## config.mk

```make
export PLATFORM = sky130hd
export DESIGN_NAME = dspace_agu
export DESIGN_NICKNAME = d
export VERILOG_FILES = /design/src/rtl/dspace_agu.sv
export SDC_FILE = /design/constraint.sdc
export NUM_CORES = 1
export LEC_CHECK = 0
export BUFFER_PORTS_ARGS = -buffer_cell sky130_fd_sc_hd__buf_2
export CAP_MARGIN = 20
export CORE_MARGIN = 3
export CORE_UTILIZATION = 47
export CTS_CLUSTER_DIAMETER = 150
export CTS_CLUSTER_SIZE = 14
export DETAILED_ROUTE_END_ITERATION = 10
export GPL_TIMING_DRIVEN = 0
export PLACE_DENSITY = 0.82
export SLEW_MARGIN = 20
export SYNTH_ARGS = -nofsm -noshare
export SYNTH_HDL_FRONTEND = slang
export SYNTH_SLANG_ARGS = --single-unit
```

## constraint.sdc

```tcl
create_clock -name clk -period 3.3 [get_ports clk]
set_input_delay 0.33 -clock clk [delete_from_list [all_inputs] [get_ports clk]]
set_output_delay 0.33 -clock clk [all_outputs]
set_load 0.02 [all_outputs]
```

## src/rtl/dspace_agu.sv

```systemverilog
module dspace_agu #(
  parameter int AW          = 16,
  parameter int IOW         = 6,
  parameter int QW          = 6,
  parameter int RF_SLOTS    = 32,
  parameter int IO_SLOTS    = 64,
  parameter int BIT_IO_SLOTS = 32
) (
  input  logic            clk,
  input  logic            rst_n,
  input  logic            req_valid,
  input  logic [2:0]      mode,
  input  logic            bit_op,
  input  logic [AW-1:0]   imm_addr,
  input  logic [IOW-1:0]  io_addr,
  input  logic [1:0]      ptr_sel,
  input  logic [AW-1:0]   ptr_val,
  input  logic [QW-1:0]   disp,
  output logic            out_valid,
  output logic [AW-1:0]   eff_addr,
  output logic [2:0]      tgt_sel,
  output logic [AW-1:0]   local_idx,
  output logic [AW-1:0]   ptr_next,
  output logic            ptr_wb,
  output logic [4:0]      ptr_reg_idx,
  output logic            illegal
);
  localparam logic [AW-1:0] IO_BASE   = AW'(RF_SLOTS);
  localparam logic [AW-1:0] SRAM_BASE = AW'(RF_SLOTS + IO_SLOTS);
  localparam int            PTR_BASE  = RF_SLOTS - 6;

  localparam logic [2:0] M_DIRECT = 3'd0, M_IO = 3'd1, M_IND = 3'd2,
                         M_POST = 3'd3, M_DISP = 3'd4;
  localparam logic [2:0] T_RF = 3'b001, T_IO = 3'b010, T_MEM = 3'b100;

  logic            ptr_mode, bad;
  logic [AW-1:0]   addr_c, idx_c, next_c;
  logic [2:0]      tgt_c;
  logic [4:0]      pidx_c;

  assign ptr_mode = (mode == M_IND) || (mode == M_POST) || (mode == M_DISP);
  assign bad = (mode > M_DISP) || (ptr_mode && ptr_sel == 2'd3) ||
               (mode == M_IO && bit_op && 32'(io_addr) >= BIT_IO_SLOTS);

  always_comb begin
    case (mode)
      M_DIRECT: addr_c = imm_addr;
      M_IO:     addr_c = AW'(io_addr) + IO_BASE;
      M_DISP:   addr_c = ptr_val + AW'(disp);
      default:  addr_c = ptr_val;
    endcase
    if (bad) addr_c = '0;
  end

  always_comb begin
    if (bad) begin
      tgt_c = 3'b000;
      idx_c = '0;
    end else if (addr_c < IO_BASE) begin
      tgt_c = T_RF;
      idx_c = addr_c;
    end else if (addr_c < SRAM_BASE) begin
      tgt_c = T_IO;
      idx_c = addr_c - IO_BASE;
    end else begin
      tgt_c = T_MEM;
      idx_c = addr_c - SRAM_BASE;
    end
  end

  assign next_c = (!bad && mode == M_POST) ? ptr_val + AW'(1) : ptr_val;
  assign pidx_c = (!bad && ptr_mode) ? 5'(PTR_BASE + 2 * int'(ptr_sel)) : 5'd0;

  always_ff @(posedge clk) begin
    if (!rst_n) begin
      out_valid   <= 1'b0;
      eff_addr    <= '0;
      tgt_sel     <= '0;
      local_idx   <= '0;
      ptr_next    <= '0;
      ptr_wb      <= 1'b0;
      ptr_reg_idx <= '0;
      illegal     <= 1'b0;
    end else begin
      out_valid <= req_valid;
      ptr_wb    <= req_valid && !bad && mode == M_POST;
      if (req_valid) begin
        eff_addr    <= addr_c;
        tgt_sel     <= tgt_c;
        local_idx   <= idx_c;
        ptr_next    <= next_c;
        ptr_reg_idx <= pidx_c;
        illegal     <= bad;
      end
    end
  end

  AST_SINGLE_PULSE: assert property (@(posedge clk) disable iff (!rst_n)
    !$past(req_valid) |-> !out_valid);
  AST_WB_NEEDS_VALID: assert property (@(posedge clk) disable iff (!rst_n)
    ptr_wb |-> out_valid);
  AST_WB_INCREMENT: assert property (@(posedge clk) disable iff (!rst_n)
    ptr_wb |-> ptr_next == eff_addr + AW'(1));
  AST_DISP_HOLDS_PTR: assert property (@(posedge clk) disable iff (!rst_n)
    $past(req_valid && mode == M_DISP) |-> !ptr_wb && ptr_next == $past(ptr_val));
  AST_IO_OFFSET: assert property (@(posedge clk) disable iff (!rst_n)
    ($past(req_valid && mode == M_IO) && !illegal) |-> eff_addr == AW'($past(io_addr)) + IO_BASE);
  AST_RF_INDEX: assert property (@(posedge clk) disable iff (!rst_n)
    tgt_sel == T_RF |-> eff_addr < IO_BASE && local_idx == eff_addr);
  AST_ILLEGAL_QUIET: assert property (@(posedge clk) disable iff (!rst_n)
    illegal |-> tgt_sel == 3'b000 && !ptr_wb);
  AST_BITOP_RANGE: assert property (@(posedge clk) disable iff (!rst_n)
    $past(req_valid && mode == M_IO && bit_op && 32'(io_addr) >= BIT_IO_SLOTS) |-> illegal);
endmodule

```

### Yosys cells after proc, flatten, opt, wreduce, memory -nomap -nowiden

Index checks and enable logic that the tools add are counted.

| storage, ports and cells | value |
|---|---|
| ROM bits | 0 |
| bits in latches | 0 |
| word-level logic and storage cells | 46 |
| input port bits | 53 |
| memories kept | 0 |
| RAM bits | 0 |
| bits in registers | 59 |
| output and inout port bits | 59 |

| cells by class | value |
|---|---|
| add/subtract/negate cells | 6 |
| div/mod/pow operators | 0 |
| multiply operators | 0 |
| bitwise operators | 0 |
| shift-type cells | 0 |
| magnitude comparators | 4 |
| eq/ne operators | 5 |
| reduce and logical (&&, ||, !) cells | 13 |
| muxes and demuxes | 10 |

Operator list:

| operator | count |
|---|---|
| $mux 16 | 5 |
| $pmux 16 s3 | 1 |
| $add 16x1->16 const B | 1 |
| $add 16x6->16 | 1 |
| $lt 16x6->1 const B | 1 |
| $lt 16x7->1 const B | 1 |
| $sub 16x6->16 const B | 1 |
| $sub 16x7->16 const B | 1 |
| $mux 3 | 3 |
| $add 6x6->7 const B | 1 |
| $logic_and 1x1->1 | 7 |
| $eq 3x2->1 const B | 2 |
| $ge 6x6->1 const B | 1 |
| $add 5x3->5 const A | 1 |
| $mux 5 | 1 |
| $logic_or 1x1->1 | 4 |
| $eq 3x1->1 const B | 1 |
| $eq 3x3->1 const B | 1 |
| $gt 3x3->1 const B | 1 |
| $logic_not 3->1 | 1 |
| $eq 2x2->1 const B | 1 |
| $logic_not 1->1 | 1 |

### Longest topological paths before layout

Gate-level depths: netlist of run 1.

| depth | value |
|---|---|
| word-level depth | 11 |
| gate-level depth with buffers | 15 |
| mapped depth without buffers | 15 |

### Worst setup path before layout of run 1

OpenSTA, ideal clock, no wires.

| timing | value |
|---|---|
| path type | input-to-reg |
| from | input ptr_val[0] |
| to | register local_idx[11] |
| setup slack | -146 ps |
| arrival | 3,328 ps |
| stages on the path | 13 |
| setup time | 117 ps |
| cell sequence | ha_1 inv_1 fa_1 nor2b_1 o2111ai_2 a211oi_1 mux2i_1 o211ai_1 nor4_4 nor4b_4 o21ai_2 or3_1 a32o_1 |

| between the ends | value |
|---|---|
| word-level cells in the longest chain between the ends | 7 |
| elaborated cells between the ends (all ways) | 10 |
| classes of those cells | 3 x add/sub; 2 x order compare; 5 x mux |

RTL lines:

| item | line | source |
|---|---|---|
| start: declaration | 17 | `input logic [AW-1:0] ptr_val,` |
| $add 16x6->16 | 49 | `M_DISP: addr_c = ptr_val + AW'(disp);` |
| $pmux 16 s3 (*) | 46 | `case (mode)` |
| $mux 16 (*) | 52 | `if (bad) addr_c = '0;` |
| $sub 16x7->16, or another cell as far along | 67 | `idx_c = addr_c - SRAM_BASE;` |
| $mux 16 | 62 | `end else if (addr_c < SRAM_BASE) begin` |
| $mux 16 (*) | 59 | `end else if (addr_c < IO_BASE) begin` |
| $mux 16 (*) | 56 | `if (bad) begin` |
| end signal: assignment | 90 | `local_idx <= idx_c;` |
| end: declaration | 22 | `output logic [AW-1:0] local_idx,` |

Every way passes the cells marked *; elsewhere a longest branch is shown, timed or not.
A chain may end at the register's enable or synchronous reset.

### Worst setup path after layout of run 1

| timing | value |
|---|---|
| from | input disp[0] |
| to | register local_idx[11] |

| between the ends | value |
|---|---|
| word-level cells in the longest chain between the ends | 7 |
| elaborated cells between the ends (all ways) | 10 |
| classes of those cells | 3 x add/sub; 2 x order compare; 5 x mux |

RTL lines:

| item | line | source |
|---|---|---|
| start: declaration | 18 | `input logic [QW-1:0] disp,` |
| $add 16x6->16 (*) | 49 |  |
| $pmux 16 s3 (*) | 46 |  |
| $mux 16 (*) | 52 |  |
| $sub 16x7->16, or another cell as far along | 67 |  |
| $mux 16 | 62 |  |
| $mux 16 (*) | 59 |  |
| $mux 16 (*) | 56 |  |

Marked as above.

==> results of run 1 <==
-- layer usage --
metal / vias up / global-route usage / share of wire
li1: 1847 / - / -
met1: 1760 / 0.324 / 0.43
met3: 21 / 0.0369 / 0.069
met5: - / 0 / 0
met4: 0 / 0.103 / 0.023
met2: 193 / 0.423 / 0.48
-- kinds of logic after synthesis --
| family | after synthesis | synth area share |
|---|---|---|
| AND/OR/NAND/NOR | 163 | 0.229 |
| AO/OA/AOI/OAI | 135 | 0.270 |
| flip-flops | 52 | 0.299 |
| buffers and inverters | 46 | 0.0600 |
| XOR/XNOR | 23 | 0.0579 |
| multiplexers | 14 | 0.0424 |
| adder cells (fa/ha/maj) | 11 | 0.0417 |
| other | 1 | 0.00108 |
-- power groups by stage --
stage / Clock, mW / Combinational (mW) / Sequential (mW)
2_1_floorplan: 0 / 0.318 / 0.753
3_3_place_gp: 0 / 0.527 / 0.701
3_5_place_dp: 0 / 0.536 / 0.703
4_1_cts: 0.380 / 0.546 / 0.688
5_1_grt: 0.401 / 0.618 / 0.693
6_report: 0.373 / 0.570 / 0.688
-- through the flow --
stage / TNS, ps / worst slack (ps) / power [mW]
after floorplan: 0 / 13.4 / 1.07
after global placement: -2760 / -521 / 1.23
after detailed placement: -3070 / -547 / 1.24
after CTS: 0 / 13.3 / 1.61
after global routing: -26.5 / -26.5 / 1.71
final: 0 / 75.8 / 1.63
-- state kept, by name (all words and copies together) (netlist names) --
register / flops
ptr_reg_idx: 3
ptr_wb: 1
out_valid: 1
local_idx: 11
illegal: 1
tgt_sel: 3
eff_addr: 16
ptr_next: 16
-- what timing repair did --
action / in CTS / in global routing
pin swaps: 1 / 9
buffers inserted: 1 / 7
setup endpoints to repair: 4 / 5
gates cloned: 0 / 0
resized for setup: 4 / 20
-- synthesized netlist by cell type, types with 2 or more instances --
master / count
nor3_1: 14
a31oi_1: 5
o221ai_1: 3
or3_1: 8
and3_1: 7
mux2_2: 6
a31o_2: 2
o22ai_1: 7
a211oi_1: 23
o21ai_0: 21
a21oi_1: 26
buf_2: 5
xnor2_1: 17
clkbuf_1: 19
mux2i_1: 8
o21ai_2: 3
o2111ai_1: 2
nand3_1: 6
buf_4: 8
o21a_1: 5
o22a_1: 2
o211ai_1: 4
o21ai_1: 3
ha_1: 10
inv_1: 13
o311ai_1: 2
or2_2: 4
xor2_1: 6
a22oi_1: 4
nand2_1: 35
nor2b_1: 3
a32o_1: 2
a311oi_1: 4
nor4_4: 2
nor2_1: 67
nor3b_1: 3
a211o_1: 2
and2_1: 6
a21o_1: 4
and4_1: 2
dfxtp_1: 52
-- worst max-delay path by stage --
stage | to | depth (start not counted) | start | slack [ps]
after detailed placement | local_idx[6] | 14 | ptr_val[0] | -550
after CTS | local_idx[11] | 14 | ptr_val[0] | 10
after floorplan | local_idx[11] | 13 | ptr_val[0] | 10
final | local_idx[11] | 15 | disp[0] | 80
after global routing | local_idx[11] | 14 | disp[0] | -30
after global placement | local_idx[6] | 14 | ptr_val[0] | -520
-- cell type report --
| type | instances | area (um^2) | area share |
|---|---|---|---|
| Inverter | 14 | 52.6 | 0.0119 |
| Clock buffer | 6 | 72.6 | 0.0164 |
| Tap cell | 96 | 120 | 0.0272 |
| Sequential cell | 52 | 1040 | 0.236 |
| Timing Repair Buffer | 114 | 618 | 0.140 |
| Multi-Input combinational cell | 347 | 2330 | 0.529 |
| Buffer | 32 | 156 | 0.0355 |
| Clock inverter | 2 | 16.3 | 0.00369 |
-- worst max-delay path, stage by stage --
cell	delay [ps]
buf_8	70
ha_4	120
inv_2	30
fa_2	370
nor2b_4	160
o2111ai_4	170
buf_4	190
a211o_1	290
nand3_1	100
nand3_1	150
o21a_1	300
nor4b_4	350
o21ai_2	130
or3_1	410
a32o_1	250
==> impl_results.md, run 1 <==
- Top_reg_cell synth: dfxtp_1
- Core ar.: between 0.006 and 0.007 mm^2
- Clock transition at the registers of the reported paths: approximately 100 ps
- Post-route ant nets: 0
- Sequential cell area fraction in the yosys report: 0.299
- Hold worst-path end: ptr_reg_idx[2]
- Antenna cells: 0
- CP Class: primary input to flip-flop
- Slew Limit Fails: 0
- Arrival time worst endpoint: 3440 ps
- Commonest non-fill, non-tap cells in the layout: buf_2 (108), nor2_1 (67), dfxtp_1 (52)
- Tcrit/Tclk final: 0.977
- Post-route cell area: 0.00441 mm^2
- GRT Util Overall: 0.252
- Io pins: roughly 110
- RSZ-0062 raised after global routing: yes
- Std cell rows: 30
- Clk root buf: clkbuf_8
- Reg2reg end: local_idx[6]
- P_sw: 0.591 mW
- Logic gate share of total power: 0.349
- TritonCTS clock tree: done
- DR iter-0 viols: 328
- Synthesized area per cell: 7.82 um^2
- Die width: 92.1 um
- Vias in the first global route: approximately 3.6k
- Most common cell after layout, fill and taps aside: buf_2
- Finished Core Util: 0.632
- Outcome: complete, no violations
- DR WL/cell: 16.6 um
- Hold crit path type: primary input to flip-flop
- H-tree depth: 2
- Worst slew pin tran: 681 ps
- Relative slew slack: 0.546
- Non-filler instance count after layout: 663
- Max Freq: ~310 MHz
- Setup Viol. Count Final: 0
- Initial antenna violation count: 0
- EDFF count, synth: 0
- DRT Pass-1 Iters: 5
- Mapped Cells: 445
- Remaining global-route overflow: 0
- Worst-case reg-to-reg path depth: 2
- Ys async rst share: 0
- Sw frac: 0.362
- Die area: 0.00848 mm^2
- WP data required: roughly 3500 ps
- Cell taking the most area after synthesis: dfxtp_1
- Final hold violation count: 0
- Worst R2R Setup Slack: roughly 2500 ps
- Post-DP HPWL: 8520 um
- CP Capture Type: flip-flop
- Synth top area cells: dfxtp_1 (30%), nor2_1 (7.2%), a211oi_1 (5.0%)
- VDD IR max: 0.000233 V
- Vias/cell: between 5 and 6
- Pin count of the biggest net entering global routing: 17
- Yosys warning count: 0
- LEAKAGE: 1.89 nW
- DRC: 0
- Synthesized area: 0.00348 mm^2
- Crit Path Max Fanout: 6
- Number of hold buffers added after CTS: 0
- Worst reg2reg startpoint: local_idx[6]
- Clk_lat worst skew: 310 ps
- Depth of the worst hold-timing path: 2
- Die Height: 92.1 um
- #FFs+latches synth: 52
- Maxcap violations: 0
- DP Area: 0.00418 mm^2
- Clk sink count: 52
- FILL cells: 650
- Hold WS: 274 ps
- Yosys cell types: 61
- Layout area overhead: 26.7%
- Top-area cell type share of the netlist area: 0.299
- Deepest clock path buffer count: 2
- Sequential Power Share: 0.422
- Layout cell share with drive strength beyond 1: 0.305
- CTS Buf Count: 5
- Post-Route WL: ~11000 um
- Syn Nets: 509
- Hold path start: rst_n
- Pwr Density: 370 mW/mm^2
- Number of nets in the layout: 630
- Minimum clock period after layout: 3220 ps
- Clock power frac: 0.229
- Placer congestion estimate: 0.972
- First-pass GRT wire length: 17300 um
- Startpoint Class: primary input
- Starting density of the core: 0.499
- I/O Buffers: 106
- Cell Int Power: 1.04 mW
- Skew final: 0 ps
- DP Cell Count: around 650
- Via count: 3821
Note: power is estimated with default switching activity, not from simulation.
==> run 2: changes to the inputs <==
--- a/config.mk
+++ b/config.mk
@@ -8,12 +8,12 @@
 export BUFFER_PORTS_ARGS = -buffer_cell sky130_fd_sc_hd__buf_2
 export CAP_MARGIN = 20
 export CORE_MARGIN = 3
-export CORE_UTILIZATION = 47
+export CORE_UTILIZATION = 56
 export CTS_CLUSTER_DIAMETER = 150
 export CTS_CLUSTER_SIZE = 14
 export DETAILED_ROUTE_END_ITERATION = 10
 export GPL_TIMING_DRIVEN = 0
-export PLACE_DENSITY = 0.82
+export PLACE_DENSITY = 0.91
 export SLEW_MARGIN = 20
 export SYNTH_ARGS = -nofsm -noshare
 export SYNTH_HDL_FRONTEND = slang
==> constraint.sdc (replaced) <==
create_clock -name clk -period 4.06 [get_ports clk]
set_input_delay 0.406 -clock clk [delete_from_list [all_inputs] [get_ports clk]]
set_output_delay 0.406 -clock clk [all_outputs]
set_load 0.02 [all_outputs]
==> run 2 against run 1 <==
Final cell count decreased by 3.8%; global-route usage grew 5.9 points; setup slack improved by 64 ps; sequential share of layout area grew 0.95 points; clock skew is the same; clock power is 9.7% lower; sequential cell count is the same; largest power group unchanged.
==> impl_results.md, run 2 (synthesis results as in run 1) <==
- Relative slew slack: 0.531
- DR iter-0 viols: 307
- Max Freq: 255 MHz
- Clk root buf: clkbuf_8
- Layout area overhead: 21.8%
- Crit Path Max Fanout: 7
- Io pins: between 100 and 150
- Die width: 84.9 um
- Clock transition at the registers of the reported paths: 100 ps
- Slowest CP cell: fa_1
- Pin count of the biggest net entering global routing: 18
- Setup Viol. Count Final: 0
- Sequential Power Share: 0.415
- Remaining global-route overflow: 0
- Sw frac: 0.366
- Post-DP HPWL: between 8000 and 9000 um
- Number of nets in the layout: roughly 630
- Clk_lat worst skew: 310 ps
- Cell Int Power: between 0.8 and 0.9 mW
- Most common cell after layout, fill and taps aside: buf_2
- Finished Core Util: 0.712
- Maxcap violations: 0
- Commonest non-fill, non-tap cells in the layout: buf_2 (111), nor2_1 (67), dfxtp_1 (52)
- Final hold violation count: 0
- Arrival time worst endpoint: 4140 ps
- DRC: 0
- Skew final: 0 ps
- Deepest clock path buffer count: 2
- DRT Pass-1 Iters: 5
- Via count: 3842
- Std cell rows: 28
- First-pass GRT wire length: 18300 um
- WP data required: 4280 ps
- I/O Buffers: 106
- Core ar.: 0.00596 mm^2
- GRT Util Overall: 0.311
- LEAKAGE: around 1.9 nW
- Die area: 0.00720 mm^2
- Clk sink count: 52
- Tcrit/Tclk final: 0.966
- Post-route ant nets: 0
- Hold crit path type: primary input to flip-flop
- Overall power consumption: approximately 1.3 mW
- Number of hold buffers added after CTS: 0
- Top Registers: eff_addr (16), ptr_next (16), local_idx (11)
- H-tree depth: 2
- CP Capture Type: flip-flop
- Crit path cell chain: buf_2 -> ha_1 -> inv_1 -> fa_1 -> nor2b_1 -> o2111ai_2 -> a211oi_1 -> mux2i_1 -> o211ai_1 -> nor4_4 -> nor4b_4 -> o21ai_2 -> or3_1 -> a32o_1
- Clock power frac: 0.250
- P_sw: 0.493 mW
- Starting density of the core: 0.585
- Vias in the first global route: 3769
- Antenna cells: 0
- Vias/cell: 6.02
- Die Height: between 80 and 90 um
- Initial antenna violation count: 0
- Worst slew pin tran: ~700 ps
- Crit path largest cell delay: 410 ps
- TritonCTS clock tree: done
- VDD IR max: ~0.00021 V
- DR WL/cell: 17.8 um
- Slew Limit Fails: 0
- Pwr Density: 318 mW/mm^2
- CP Class: primary input to flip-flop
- Post-Route WL: between 10000 and 15000 um
- Logic gate share of total power: 0.335
- Placer congestion estimate: 0.954
- Layout cell share with drive strength beyond 1: 0.274
- CTS Buf Count: 5
- Minimum clock period after layout: 3920 ps
- Startpoint Class: primary input
- Outcome: complete, no violations
## run 2: changes by cell type in the layout (fill, tap and decap cells not counted), sizes merged
cell and change:
buf -4, clkinvlp -1, inv +2, clkinv -1
## run 2: timing repair
item	4_1_cts	5_1_grt
buffers inserted	0	4
resized for setup	0	1
endpoints found under the setup margin	0	3
## run 2: routing by layer
layer	global-route usage	part of all wire	vias to the layer above
li1	-	-	1843
met1	0.392	0.42	1783
met2	0.550	0.49	192
met3	0.0417	0.070	24
met4	0.0978	0.019	0
met5	0	0	-
## run 2: worst paths after layout
path,slack (ps),cells past startpoint,from,to
worst max-delay path,140,14,ptr_val[0],local_idx[11]
worst min register to register,460,2,local_idx[10],local_idx[10]
worst max register to register,3280,2,tgt_sel[2],tgt_sel[2]
worst min-delay path,370,2,rst_n,ptr_reg_idx[2]
## run 2: per-stage QoR
step / cells / instance area, um^2 / TNS [ps] / setup WS (ps) / hold slack [ps]
floorplan: 445 / 3480 / 0 / 538 / 523
global placement: 626 / 4110 / 0 / 10.5 / 433
detailed placement: 626 / 4110 / -316 / -132 / 441
CTS: 634 / 4210 / 0 / 193 / 364
global route: 638 / 4240 / -35.8 / -35.8 / 387
finish: 638 / 4240 / 0 / 140 / 366
## run 2: worst max-delay path, delay by kind of cell
family          cells  cell delay (ps)
compound gates      5             1210
fa+ha+maj           2              640
buf+inv             2              240
mux                 1              340
simple gates        4             1300
## run 2: cell type report
type | instances | area [um^2]
buffer | 32 | 156
clock buffer | 6 | 82.6
clock inverter | 2 | 17.5
fill | 511 | 1710
inverter | 14 | 52.6
multi-input combinational | 347 | 2240
sequential | 52 | 1040
tap | 75 | 93.8
timing repair buffer | 110 | 561
## run 2: power groups by stage
stage	registers, mW	clock network [mW]	logic (mW)
after floorplan	0.612	0	0.253
after global placement	0.569	0	0.423
after detailed placement	0.571	0	0.433
after CTS	0.559	0.333	0.436
after global routing	0.563	0.349	0.490
final	0.559	0.337	0.452
==> run 3: changes to the inputs <==
--- a/config.mk
+++ b/config.mk
@@ -5,11 +5,10 @@
 export SDC_FILE = /design/constraint.sdc
 export NUM_CORES = 1
 export LEC_CHECK = 0
-export BUFFER_PORTS_ARGS = -buffer_cell sky130_fd_sc_hd__buf_2
+export BUFFER_PORTS_ARGS = -buffer_cell sky130_fd_sc_hd__clkbuf_2
 export CAP_MARGIN = 20
 export CORE_MARGIN = 3
 export CORE_UTILIZATION = 56
-export CTS_CLUSTER_DIAMETER = 150
 export CTS_CLUSTER_SIZE = 14
 export DETAILED_ROUTE_END_ITERATION = 10
 export GPL_TIMING_DRIVEN = 0
==> run 3 against run 2 <==
Maximum frequency increased by 0.28%; global-route usage decreased by 0.80 points; critical endpoint unchanged; setup slack improved by 11 ps.
==> impl_results.md, run 3 (synthesis results as in run 1) <==
- Outcome: complete, no violations
- Pin count of the biggest net entering global routing: 17
- LEAKAGE: 1.81 nW
- Crit path cell chain: clkbuf_2 -> ha_1 -> inv_1 -> fa_1 -> nor2b_1 -> o2111ai_2 -> a211oi_1 -> mux2i_1 -> o211ai_1 -> nor4_4 -> nor4b_4 -> o21ai_2 -> or3_1 -> a32o_1
- Deepest clock path buffer count: 2
- Vias in the first global route: 3663
- VDD IR max: 0.000257 V
- DRC: 0
- GRT Util Overall: 0.303
- Antenna cells: 0
- Post-route cell area: 0.00420 mm^2
- Post-route ant nets: 0
- Via count: 3812
- First-pass GRT wire length: 17800 um
- Crit Path Max Fanout: 7
- Worst slew pin tran: 739 ps
- Die Height: 84.9 um
- Max Freq: between 200 and 300 MHz
- DP Area: ~0.004 mm^2
- DRT Pass-1 Iters: 5
- DR WL/cell: approximately 17 um
- Remaining global-route overflow: 0
- Setup Viol. Count Final: 0
- Depth of the worst hold-timing path: 2
- Pwr Density: 310 mW/mm^2
- Std cell rows: 28
- Post-Route WL: 10900 um
- Most common cell after layout, fill and taps aside: clkbuf_2
- Tcrit/Tclk final: 0.963
- H-tree depth: 2
- Worst-case reg-to-reg path depth: 2
- RSZ-0062 raised after global routing: no
- Die area: ~0.0072 mm^2
- WP data required: 4270 ps
- Maxcap violations: 0
- Clock transition at the registers of the reported paths: 100 ps
- Hold path start: rst_n
- Post-DP HPWL: 8730 um
- Core ar.: between 0.005 and 0.006 mm^2
- Worst reg2reg startpoint: local_idx[6]
- Slew Limit Fails: 0
- TritonCTS clock tree: done
- Setup TNS: 0 ps
- Hold worst-path end: ptr_reg_idx[2]
- Skew final: 0 ps
- FILL cells: 506
- Vias/cell: 6.02
- Clk_lat worst skew: approximately 310 ps
- DR iter-0 viols: 345
- Reg2reg end: local_idx[6]
- Worst R2R Setup Slack: 3260 ps
- I/O Buffers: roughly 110
- Starting density of the core: 0.585
- Top Registers: eff_addr (16), ptr_next (16), local_idx (11)
- Hold WS: 380 ps
- Crit path largest cell delay: 400 ps
- Startpoint Class: primary input
- Placer congestion estimate: roughly 0.92
- Relative slew slack: 0.506
- Layout cell share with drive strength beyond 1: 0.267
- CTS Buf Count: 5
- CP Capture Type: flip-flop
- Io pins: between 100 and 150
- Die width: 84.9 um
- Initial antenna violation count: 0
- Number of nets in the layout: around 620
- Clk root buf: clkbuf_8
- CP Class: primary input to flip-flop
- Commonest non-fill, non-tap cells in the layout: clkbuf_2 (106), nor2_1 (67), dfxtp_1 (52)
- Clk sink count: 52
- Final hold violation count: 0
- Arrival time worst endpoint: between 4000 and 5000 ps
- Hold crit path type: primary input to flip-flop
- Slowest CP cell: fa_1
- Layout area overhead: 20.5%
- Minimum clock period after layout: about 4000 ps
## run 3: per-stage QoR
stage	worst slack (ps)	power (mW)	std cells	util
3_3_place_gp	19.7	0.991	626	0.689
3_5_place_dp	-95.8	1.00	626	0.689
2_1_floorplan	538	0.865	445	-
5_1_grt	4.00	1.36	633	0.705
4_1_cts	232	1.30	633	0.704
6_report	151	1.30	633	0.705
## run 3: worst max-delay path by stage
stage                          start            end  slack, ps  cells after the start
after floorplan           ptr_val[0]  local_idx[11]        540                     13
after global placement    ptr_val[0]  local_idx[11]         20                     14
after detailed placement  ptr_val[0]  local_idx[11]       -100                     14
after CTS                 ptr_val[0]  local_idx[11]        230                     14
after global routing      ptr_val[0]  local_idx[11]          4                     14
final                     ptr_val[0]  local_idx[11]        150                     14
## run 3: power breakdown
part | internal (mW) | switching, mW | leakage, nW
registers | 0.543 | 0.0178 | 0.428
clock network | 0.121 | 0.180 | 0.0406
logic | 0.162 | 0.276 | 1.34
total | 0.826 | 0.474 | 1.81
## run 3: area by class of cell
| cell class | instances | area, um^2 | share of cell area |
|---|---|---|---|
| multi-input combinational | 347 | 2240 | 0.533 |
| sequential | 52 | 1040 | 0.248 |
| timing repair buffer | 106 | 531 | 0.126 |
| buffer | 32 | 156 | 0.0373 |
| tap | 75 | 93.8 | 0.0224 |
| clock buffer | 5 | 68.8 | 0.0164 |
| inverter | 14 | 52.6 | 0.0125 |
| clock inverter | 2 | 16.3 | 0.00388 |
## run 3: critical path: cells and delay by family
| family | cells | cell delay [ps] |
|---|---|---|
| fa+ha+maj | 2 | 630 |
| buf+inv | 2 | 240 |
| simple gates | 4 | 1290 |
| compound gates | 5 | 1190 |
| mux | 1 | 360 |
## run 3: what timing repair did
item	4_1_cts	5_1_grt
setup endpoints to repair	0	2
gates resized for setup	0	1
setup buffers	0	0
hold buffers	0	0
## run 3: routing by layer
layer / up-vias / global-route usage / share of wire
li1: 1832 / - / -
met1: 1793 / 0.394 / 0.42
met2: 167 / 0.520 / 0.49
met3: 20 / 0.0447 / 0.069
met4: 0 / 0.0950 / 0.017
met5: - / 0 / 0
